$ cat src/rtl/swk_pkg.sv
package swk_pkg;

    localparam int CFG_W = 32;
    localparam int TIM_W = 16;
    localparam int DIV_W = 11;
    localparam int CNT_W = 28;

    // Bits 1..3 enable the three wake sources after reset
    localparam logic [CFG_W-1:0] CFG_RST = 32'h0000_000E;

    typedef struct packed {
        logic [TIM_W-1:0] tim;       // 31:16 sleep time, unit = 4096 ticks
        logic [DIV_W-1:0] div;       // 15:5  low-power divisor
        logic             lp_sel;    // 4     counter clock select
        logic             cnt_wake;  // 3     wake on counter expiry
        logic             spi_wake;  // 2     wake on chip-select fall
        logic             pin_wake;  // 1     wake on pin level
        logic             rsvd0;     // 0     unused
    } swk_cfg_t;

    typedef enum logic [1:0] {
        ST_AWAKE  = 2'd0,
        ST_ASLEEP = 2'd1,
        ST_WAKE   = 2'd2
    } swk_state_e;

endpackage

$ cat src/rtl/swk_sync.sv
module swk_sync #(
    parameter int   STAGES  = 2,
    parameter logic RST_VAL = 1'b0
) (
    input  logic clk_i,
    input  logic rst_ni,
    input  logic d_i,
    output logic q_o
);

    logic [STAGES-1:0] stage_q;

    always_ff @(posedge clk_i or negedge rst_ni) begin
        if (!rst_ni) begin
            stage_q <= {STAGES{RST_VAL}};
        end else begin
            stage_q <= {stage_q[STAGES-2:0], d_i};
        end
    end

    assign q_o = stage_q[STAGES-1];

endmodule

$ cat src/rtl/swk_tick_gen.sv
module swk_tick_gen #(
    parameter int DIV_W = 11
) (
    input  logic             clk_i,
    input  logic             rst_ni,
    input  logic             xtal_tick_i,
    input  logic             ring_tick_i,
    input  logic             lp_sel_i,
    input  logic [DIV_W-1:0] div_i,
    output logic             tick_o
);

    localparam logic [DIV_W-1:0] DIV_ONE = DIV_W'(1);

    logic             half_phase_q;
    logic             half_tick;
    logic [DIV_W-1:0] div_cnt_q;
    logic [DIV_W-1:0] div_last;
    logic             bypass;
    logic             div_wrap;
    logic             lp_tick;

    // Halve the crystal tick: every second crystal tick passes
    always_ff @(posedge clk_i or negedge rst_ni) begin
        if (!rst_ni) begin
            half_phase_q <= 1'b0;
        end else if (xtal_tick_i) begin
            half_phase_q <= ~half_phase_q;
        end
    end

    assign half_tick = xtal_tick_i & half_phase_q;

    // Divisors 0 and 1 leave the halved tick untouched
    assign bypass   = (div_i[DIV_W-1:1] == '0);
    assign div_last = div_i - DIV_ONE;
    assign div_wrap = bypass | (div_cnt_q >= div_last);

    always_ff @(posedge clk_i or negedge rst_ni) begin
        if (!rst_ni) begin
            div_cnt_q <= '0;
        end else if (half_tick) begin
            div_cnt_q <= div_wrap ? '0 : div_cnt_q + DIV_ONE;
        end
    end

    assign lp_tick = half_tick & div_wrap;
    assign tick_o  = lp_sel_i ? lp_tick : ring_tick_i;

endmodule

$ cat src/rtl/swk_sleep_cnt.sv
module swk_sleep_cnt #(
    parameter int CNT_W = 28,
    parameter int TIM_W = 16
) (
    input  logic             clk_i,
    input  logic             rst_ni,
    input  logic             clear_i,
    input  logic             adv_i,
    input  logic [TIM_W-1:0] tim_i,
    output logic             expire_o
);

    localparam logic [CNT_W-1:0] CNT_ONE = CNT_W'(1);

    logic [CNT_W-1:0] cnt_q;
    logic [CNT_W-1:0] cnt_inc;

    assign cnt_inc = cnt_q + CNT_ONE;

    always_ff @(posedge clk_i or negedge rst_ni) begin
        if (!rst_ni) begin
            cnt_q <= '0;
        end else if (clear_i) begin
            cnt_q <= '0;
        end else if (adv_i) begin
            cnt_q <= cnt_inc;
        end
    end

    // Only the upper field of the count is compared
    assign expire_o = adv_i & (cnt_inc[CNT_W-1 -: TIM_W] == tim_i);

endmodule

$ cat src/rtl/swk_ctrl.sv
module swk_ctrl
    import swk_pkg::*;
#(
    parameter int SYNC_STAGES = 2
) (
    input  logic             clk_i,
    input  logic             rst_ni,
    input  logic             cfg_wr_i,
    input  logic [CFG_W-1:0] cfg_i,
    input  logic             sleep_req_i,
    input  logic             cnt_en_i,
    input  logic             ring_tick_i,
    input  logic             xtal_tick_i,
    input  logic             wake_pin_i,
    input  logic             spi_cs_ni,
    output logic             sleeping_o,
    output logic             wake_o
);

    swk_cfg_t   cfg_q;
    swk_state_e state_q;
    swk_state_e state_d;

    logic pin_s;
    logic cs_s;
    logic cs_d_q;
    logic cs_fall;
    logic cnt_tick;
    logic cnt_clear;
    logic cnt_adv;
    logic cnt_expire;
    logic wake_hit;
    logic unused_rsvd;

    // Configuration word
    always_ff @(posedge clk_i or negedge rst_ni) begin
        if (!rst_ni) begin
            cfg_q <= swk_cfg_t'(CFG_RST);
        end else if (cfg_wr_i) begin
            cfg_q <= swk_cfg_t'(cfg_i);
        end
    end

    assign unused_rsvd = cfg_q.rsvd0;

    // Asynchronous inputs into the clock domain
    swk_sync #(.STAGES(SYNC_STAGES), .RST_VAL(1'b0)) u_pin_sync (
        .clk_i  (clk_i),
        .rst_ni (rst_ni),
        .d_i    (wake_pin_i),
        .q_o    (pin_s)
    );

    swk_sync #(.STAGES(SYNC_STAGES), .RST_VAL(1'b1)) u_cs_sync (
        .clk_i  (clk_i),
        .rst_ni (rst_ni),
        .d_i    (spi_cs_ni),
        .q_o    (cs_s)
    );

    always_ff @(posedge clk_i or negedge rst_ni) begin
        if (!rst_ni) begin
            cs_d_q <= 1'b1;
        end else begin
            cs_d_q <= cs_s;
        end
    end

    assign cs_fall = cs_d_q & ~cs_s;

    // Counter clock source
    swk_tick_gen #(.DIV_W(DIV_W)) u_tick (
        .clk_i       (clk_i),
        .rst_ni      (rst_ni),
        .xtal_tick_i (xtal_tick_i),
        .ring_tick_i (ring_tick_i),
        .lp_sel_i    (cfg_q.lp_sel),
        .div_i       (cfg_q.div),
        .tick_o      (cnt_tick)
    );

    assign cnt_clear = (state_q == ST_AWAKE) & sleep_req_i;
    assign cnt_adv   = (state_q == ST_ASLEEP) & cnt_en_i & cnt_tick;

    swk_sleep_cnt #(.CNT_W(CNT_W), .TIM_W(TIM_W)) u_cnt (
        .clk_i    (clk_i),
        .rst_ni   (rst_ni),
        .clear_i  (cnt_clear),
        .adv_i    (cnt_adv),
        .tim_i    (cfg_q.tim),
        .expire_o (cnt_expire)
    );

    assign wake_hit = (cfg_q.pin_wake & pin_s)
                    | (cfg_q.spi_wake & cs_fall)
                    | (cfg_q.cnt_wake & cnt_expire);

    // Next-state logic
    always_comb begin
        state_d = state_q;
        unique case (state_q)
            ST_AWAKE:  if (sleep_req_i) state_d = ST_ASLEEP;
            ST_ASLEEP: if (wake_hit)    state_d = ST_WAKE;
            ST_WAKE:                    state_d = ST_AWAKE;
            default:                    state_d = ST_AWAKE;
        endcase
    end

    // State register
    always_ff @(posedge clk_i or negedge rst_ni) begin
        if (!rst_ni) begin
            state_q <= ST_AWAKE;
        end else begin
            state_q <= state_d;
        end
    end

    // Outputs
    always_comb begin
        sleeping_o = 1'b0;
        wake_o     = 1'b0;
        unique case (state_q)
            ST_AWAKE:  ;
            ST_ASLEEP: sleeping_o = 1'b1;
            ST_WAKE:   wake_o     = 1'b1;
            default:   ;
        endcase
    end

endmodule

$ cat config.mk
export PLATFORM = sky130hd
export DESIGN_NAME = swk_ctrl
export DESIGN_NICKNAME = d
export VERILOG_FILES = /design/src/rtl/swk_pkg.sv /design/src/rtl/swk_sync.sv /design/src/rtl/swk_tick_gen.sv /design/src/rtl/swk_sleep_cnt.sv /design/src/rtl/swk_ctrl.sv
export SDC_FILE = /design/constraint.sdc
export NUM_CORES = 1
export LEC_CHECK = 0
export BUFFER_PORTS_ARGS = -buffer_cell sky130_fd_sc_hd__buf_2
export CELL_PAD_IN_SITES_DETAIL_PLACEMENT = 1
export CELL_PAD_IN_SITES_GLOBAL_PLACEMENT = 1
export CORE_UTILIZATION = 40
export CTS_CLUSTER_SIZE = 8
export DETAILED_ROUTE_END_ITERATION = 8
export PLACE_DENSITY = 0.77
export SKIP_LAST_GASP = 1
export SLEW_MARGIN = 20
export SYNTH_ARGS = -nofsm -noshare
export SYNTH_HDL_FRONTEND = slang
export SYNTH_SLANG_ARGS = --single-unit
$ cat constraint.sdc
create_clock -name clk_i -period 3.1 [get_ports clk_i]
set_input_delay 0.155 -clock clk_i [delete_from_list [all_inputs] [get_ports clk_i]]
set_output_delay 0.155 -clock clk_i [all_outputs]
set_load 0.03 [all_outputs]
==> results list <==
* Largest net degree at the start of global routing: 79
- Maximum fanout count along the critical path: 5
- In this run the count of I/O pins placed on the die edge is 43.
* Setup TNS: -1.52 ns
- Highest Clock Rate: about 310 MHz
- The share of synthesized area in the top cell type comes to 41.0%.
- Leading area contributor after synthesis: sky130_fd_sc_hd__dfrtp_1
- The number of nets in the synthesized netlist is 500.
- Number of different library cells in the post-synthesis netlist: 51
- Placeable core area: 10,500 um2
* Number of synthesized flops with an enable pin: 0
- For the worst-skew pair, the clock arrives at the later sink with an insertion delay of 0.38 ns.
- Synthesis handed over a netlist of approximately 450 instances.
* Final min period: approximately 3.2 ns
* Total power divided by cell area: 475 nW/um2
- TritonCTS built the clock tree.
- The run finished, with violations left.
- The max-slew violation count was 0.
- Global-route wire length before repair: 19,500 um
- The cell sitting at the root of the clock tree is a sky130_fd_sc_hd__clkbuf_8.
* Worst path setup slack after routing: -0.0992 ns
* Routed vias: 3,822
- Initial drt markers: between 150 and 200
* Master of the slowest instance on the critical path: sky130_fd_sc_hd__or4_4
- After synthesis, the mean cell area works out to 9.88 um2.
- WL final: 12,500 um
- Most frequent cell on the critical path: sky130_fd_sc_hd__nor2_4
- Setup violations remaining at the end of the flow were counted as 27.
- Syn-to-layout area delta: 26.9%
- Primary FF master, synth: sky130_fd_sc_hd__dfrtp_1
- The floorplan has 37 rows.
* Kind of end point of the critical path: flop
- Maximum single-stage delay on the critical path: between 0.5 and 0.6 ns
- Across the whole layout, storage elements account for 1960 um2.
* Path type of the worst setup path: reg -> reg
* Synthesis warning total: 0
- Area of combinational cells with multiple inputs: 2480 um2
* Peak supply drop: about 0.00037 V
- After detailed routing, the number of vias per cell comes to 5.65.
* Max-slew headroom at the worst pin: 48.4%
- The final reports fail on setup timing.
* Total number of clock tree sinks: 78
- Share of flip-flops with an asynchronous set or reset: 100%
* #FFs+latches synth: 78
* Leakage: 2.39 nW
- Crit path required time: 3.37 ns
* Antenna diode count: 0
- In the routed design, unresolved DRC markers number 0.
- The die covers 11,400 um2.
- Data arrives at the worst endpoint at 3.47 ns.
* Synth area leaders: sky130_fd_sc_hd__dfrtp_1, sky130_fd_sc_hd__mux2_2, sky130_fd_sc_hd__xnor2_1
* Initial antenna violation count: 0
* List of cells traversed by the critical path: or4_4 > or3_4 > nor2_4 > xnor2_2 > ha_1 > a21oi_2 > o21ai_2 > a21oi_2 > o21ai_4 > nor2_4 > buf_6 > buf_6 > nor2_4 > xnor2_1 > nor2_1
* Nature of the critical path startpoint: flop
- Final nets: ~600
* Starting utilization of the core area: a little over two fifths
- Sequential fraction of the synthesis area: 44.6%
- The number of endpoints with negative hold slack in the final report came to 0.
- The number of buffers and inverters on the critical path is 2.
- Layout cell share with drive strength beyond 1: between 20% and 30%
- Kind of cell adding the most delay to the critical path: simple AND/OR/NAND/NOR gates
- Yosys instantiated no cell more often than sky130_fd_sc_hd__dfrtp_1.
* Setup repair after global routing missed its margin: yes
- In the final routed layout, each cell accounts on average for approximately 18 um.
- The clock passes through at most 2 buffers.
- Via count of the first global-routing pass: 3,899
* Number of max-cap violations: 0
- Clock-pin slew was measured on the worst setup and hold paths at ~0.08 ns.
- Global routing finished with a remaining overflow of 0.
- Input and output buffers added on the ports amount to 41.
- Counting the fill cells in the layout gives 1,219.
- Width of the chip: between 100 and 150 um
- Global routing used 22.2% of the available tracks across all layers.
- Worst setup skew after layout: between 0.01 and 0.015 ns
* Clock buffers created by TritonCTS: 9
- The first TritonRoute pass finished after 4 iterations.
- At the end of routability-driven placement, the weighted congestion stood at roughly 0.80.
- Sorting the synthesized cells by how often they occur yields sky130_fd_sc_hd__dfrtp_1, sky130_fd_sc_hd__nor2_1, sky130_fd_sc_hd__nand2_1.
* Minimum setup slack after placement: -0.126 ns
- Minimum hold slack: 0.0148 ns
- Fin crit share: 103%
* Cell area after synthesis: 4400 um2
- Worst min-delay path category: in -> reg
- Post-detailed-route count of antenna-violating nets: 0
- Die Y-Extent: around 110 um
- The H-tree was split into 3 levels.
- For the pin with the worst max-slew slack, the measured transition is 0.774 ns.
- Detailed placement ended at an HPWL of 8040 um.
[power breakdown]
part | switching, mW | internal [mW] | total (mW)
clock | 0.386 | 0.372 | 0.757
sequential | 0.108 | 1.12 | 1.23
combinational | 0.360 | 0.301 | 0.660
total | 0.854 | 1.79 | 2.65
[registers in the layout, indices dropped and copies added, names as in the netlist]
signal / flops
u_pin_sync.stage_q: 2
u_cs_sync.stage_q: 2
u_tick.half_phase_q: 1
u_tick.div_cnt_q: 11
cs_d_q: 1
state_q: 2
cfg_q: 31
u_cnt.cnt_q: 28
[placed cells by master, fill, tap and decap left out, types with 3 or more instances in the layout]
| cell type | count |
|---|---|
| sky130_fd_sc_hd__nor3_1 | 8 |
| sky130_fd_sc_hd__a21oi_2 | 3 |
| sky130_fd_sc_hd__nand2b_1 | 3 |
| sky130_fd_sc_hd__xor2_1 | 17 |
| sky130_fd_sc_hd__o31ai_1 | 13 |
| sky130_fd_sc_hd__mux2_2 | 30 |
| sky130_fd_sc_hd__buf_2 | 40 |
| sky130_fd_sc_hd__nor2_4 | 3 |
| sky130_fd_sc_hd__xnor2_1 | 29 |
| sky130_fd_sc_hd__clkbuf_1 | 3 |
| sky130_fd_sc_hd__inv_1 | 7 |
| sky130_fd_sc_hd__nand4_1 | 14 |
| sky130_fd_sc_hd__nand4b_1 | 3 |
| sky130_fd_sc_hd__and3_1 | 5 |
| sky130_fd_sc_hd__ha_1 | 14 |
| sky130_fd_sc_hd__nor2_1 | 44 |
| sky130_fd_sc_hd__o21ai_0 | 13 |
| sky130_fd_sc_hd__dfstp_2 | 6 |
| sky130_fd_sc_hd__nor2b_1 | 11 |
| sky130_fd_sc_hd__buf_6 | 6 |
| sky130_fd_sc_hd__dlygate4sd3_1 | 16 |
| sky130_fd_sc_hd__buf_12 | 3 |
| sky130_fd_sc_hd__nand2_1 | 34 |
| sky130_fd_sc_hd__a31oi_1 | 4 |
| sky130_fd_sc_hd__and2_1 | 3 |
| sky130_fd_sc_hd__dfrtp_1 | 72 |
| sky130_fd_sc_hd__a21oi_1 | 6 |
| sky130_fd_sc_hd__and4_1 | 4 |
| sky130_fd_sc_hd__o21ai_1 | 18 |
| sky130_fd_sc_hd__nor3_4 | 4 |
| sky130_fd_sc_hd__or4_1 | 5 |
| sky130_fd_sc_hd__or3_1 | 4 |
| sky130_fd_sc_hd__nand3_1 | 12 |
| sky130_fd_sc_hd__clkbuf_8 | 9 |
| sky130_fd_sc_hd__buf_4 | 32 |
[path summary, 6_finish.rpt]
check | slack (ns) | depth (start not counted) | endpoint | start
worst max-delay path | -0.1 | 15 | u_cnt.cnt_q[3] | cfg_q[10]
worst min-delay path | 0.01 | 2 | cfg_q[30] | cfg_i[30]
worst max register to register | -0.1 | 15 | u_cnt.cnt_q[3] | cfg_q[10]
worst min register to register | 0.36 | 0 | u_cs_sync.stage_q[1] | u_cs_sync.stage_q[0]
max in group asynchronous | 2.24 | 2 | cfg_q[18] | rst_ni
min in group asynchronous | 0.38 | 2 | u_tick.half_phase_q | rst_ni
[stage by stage]
stage	util (%)	area, um2	power [mW]	cells
after floorplan	-	4450	1.58	445
after global placement	47.3	4970	1.78	632
after detailed placement	47.3	4970	1.82	632
after CTS	50.8	5340	2.61	665
after global routing	53.1	5580	2.79	677
final	53.1	5580	2.65	677
[cell type report]
class | count | share of cell area (%)
repair buffers | 98 | 13.5
inverters | 7 | 0.471
clock buffers | 12 | 2.42
clock inverters | 4 | 0.897
flip-flops and latches | 78 | 35.1
well taps | 136 | 3.05
multi-input cells | 342 | 44.5
[cell families (layout without fill, tap and decap cells)]
logic type | after synthesis | after routing | synth area share (%)
AOI/OAI and AO/OA | 75 | 75 | 11.1
xor gates and xnor gates | 47 | 47 | 9.36
adders and majority gates | 14 | 14 | 3.98
buffers and inverters | 25 | 121 | 2.48
DFF | 78 | 78 | 44.6
muxes | 31 | 31 | 7.91
and+or+nand+nor | 175 | 175 | 20.6
[timing repair]
item | in CTS | in global routing
endpoints found under the setup margin | 28 | 39
cloned | 0 | 2
setup buffers | 2 | 10
pin swaps | 8 | 12
gates resized for setup | 4 | 41
hold buffers | 15 | 1
hold endpoints to repair | 52 | 1
[routing by layer]
| metal | up-vias | global-route usage, % | wire length, um |
|---|---|---|---|
| met5 | - | 0 | 0 |
| met4 | 0 | 5.97 | 295 |
| met3 | 24 | 5.59 | 404 |
| met2 | 83 | 38.1 | 6380 |
| met1 | 1935 | 27.7 | 5410 |
| li1 | 1780 | - | - |
Power figures use the tool's default switching activity.
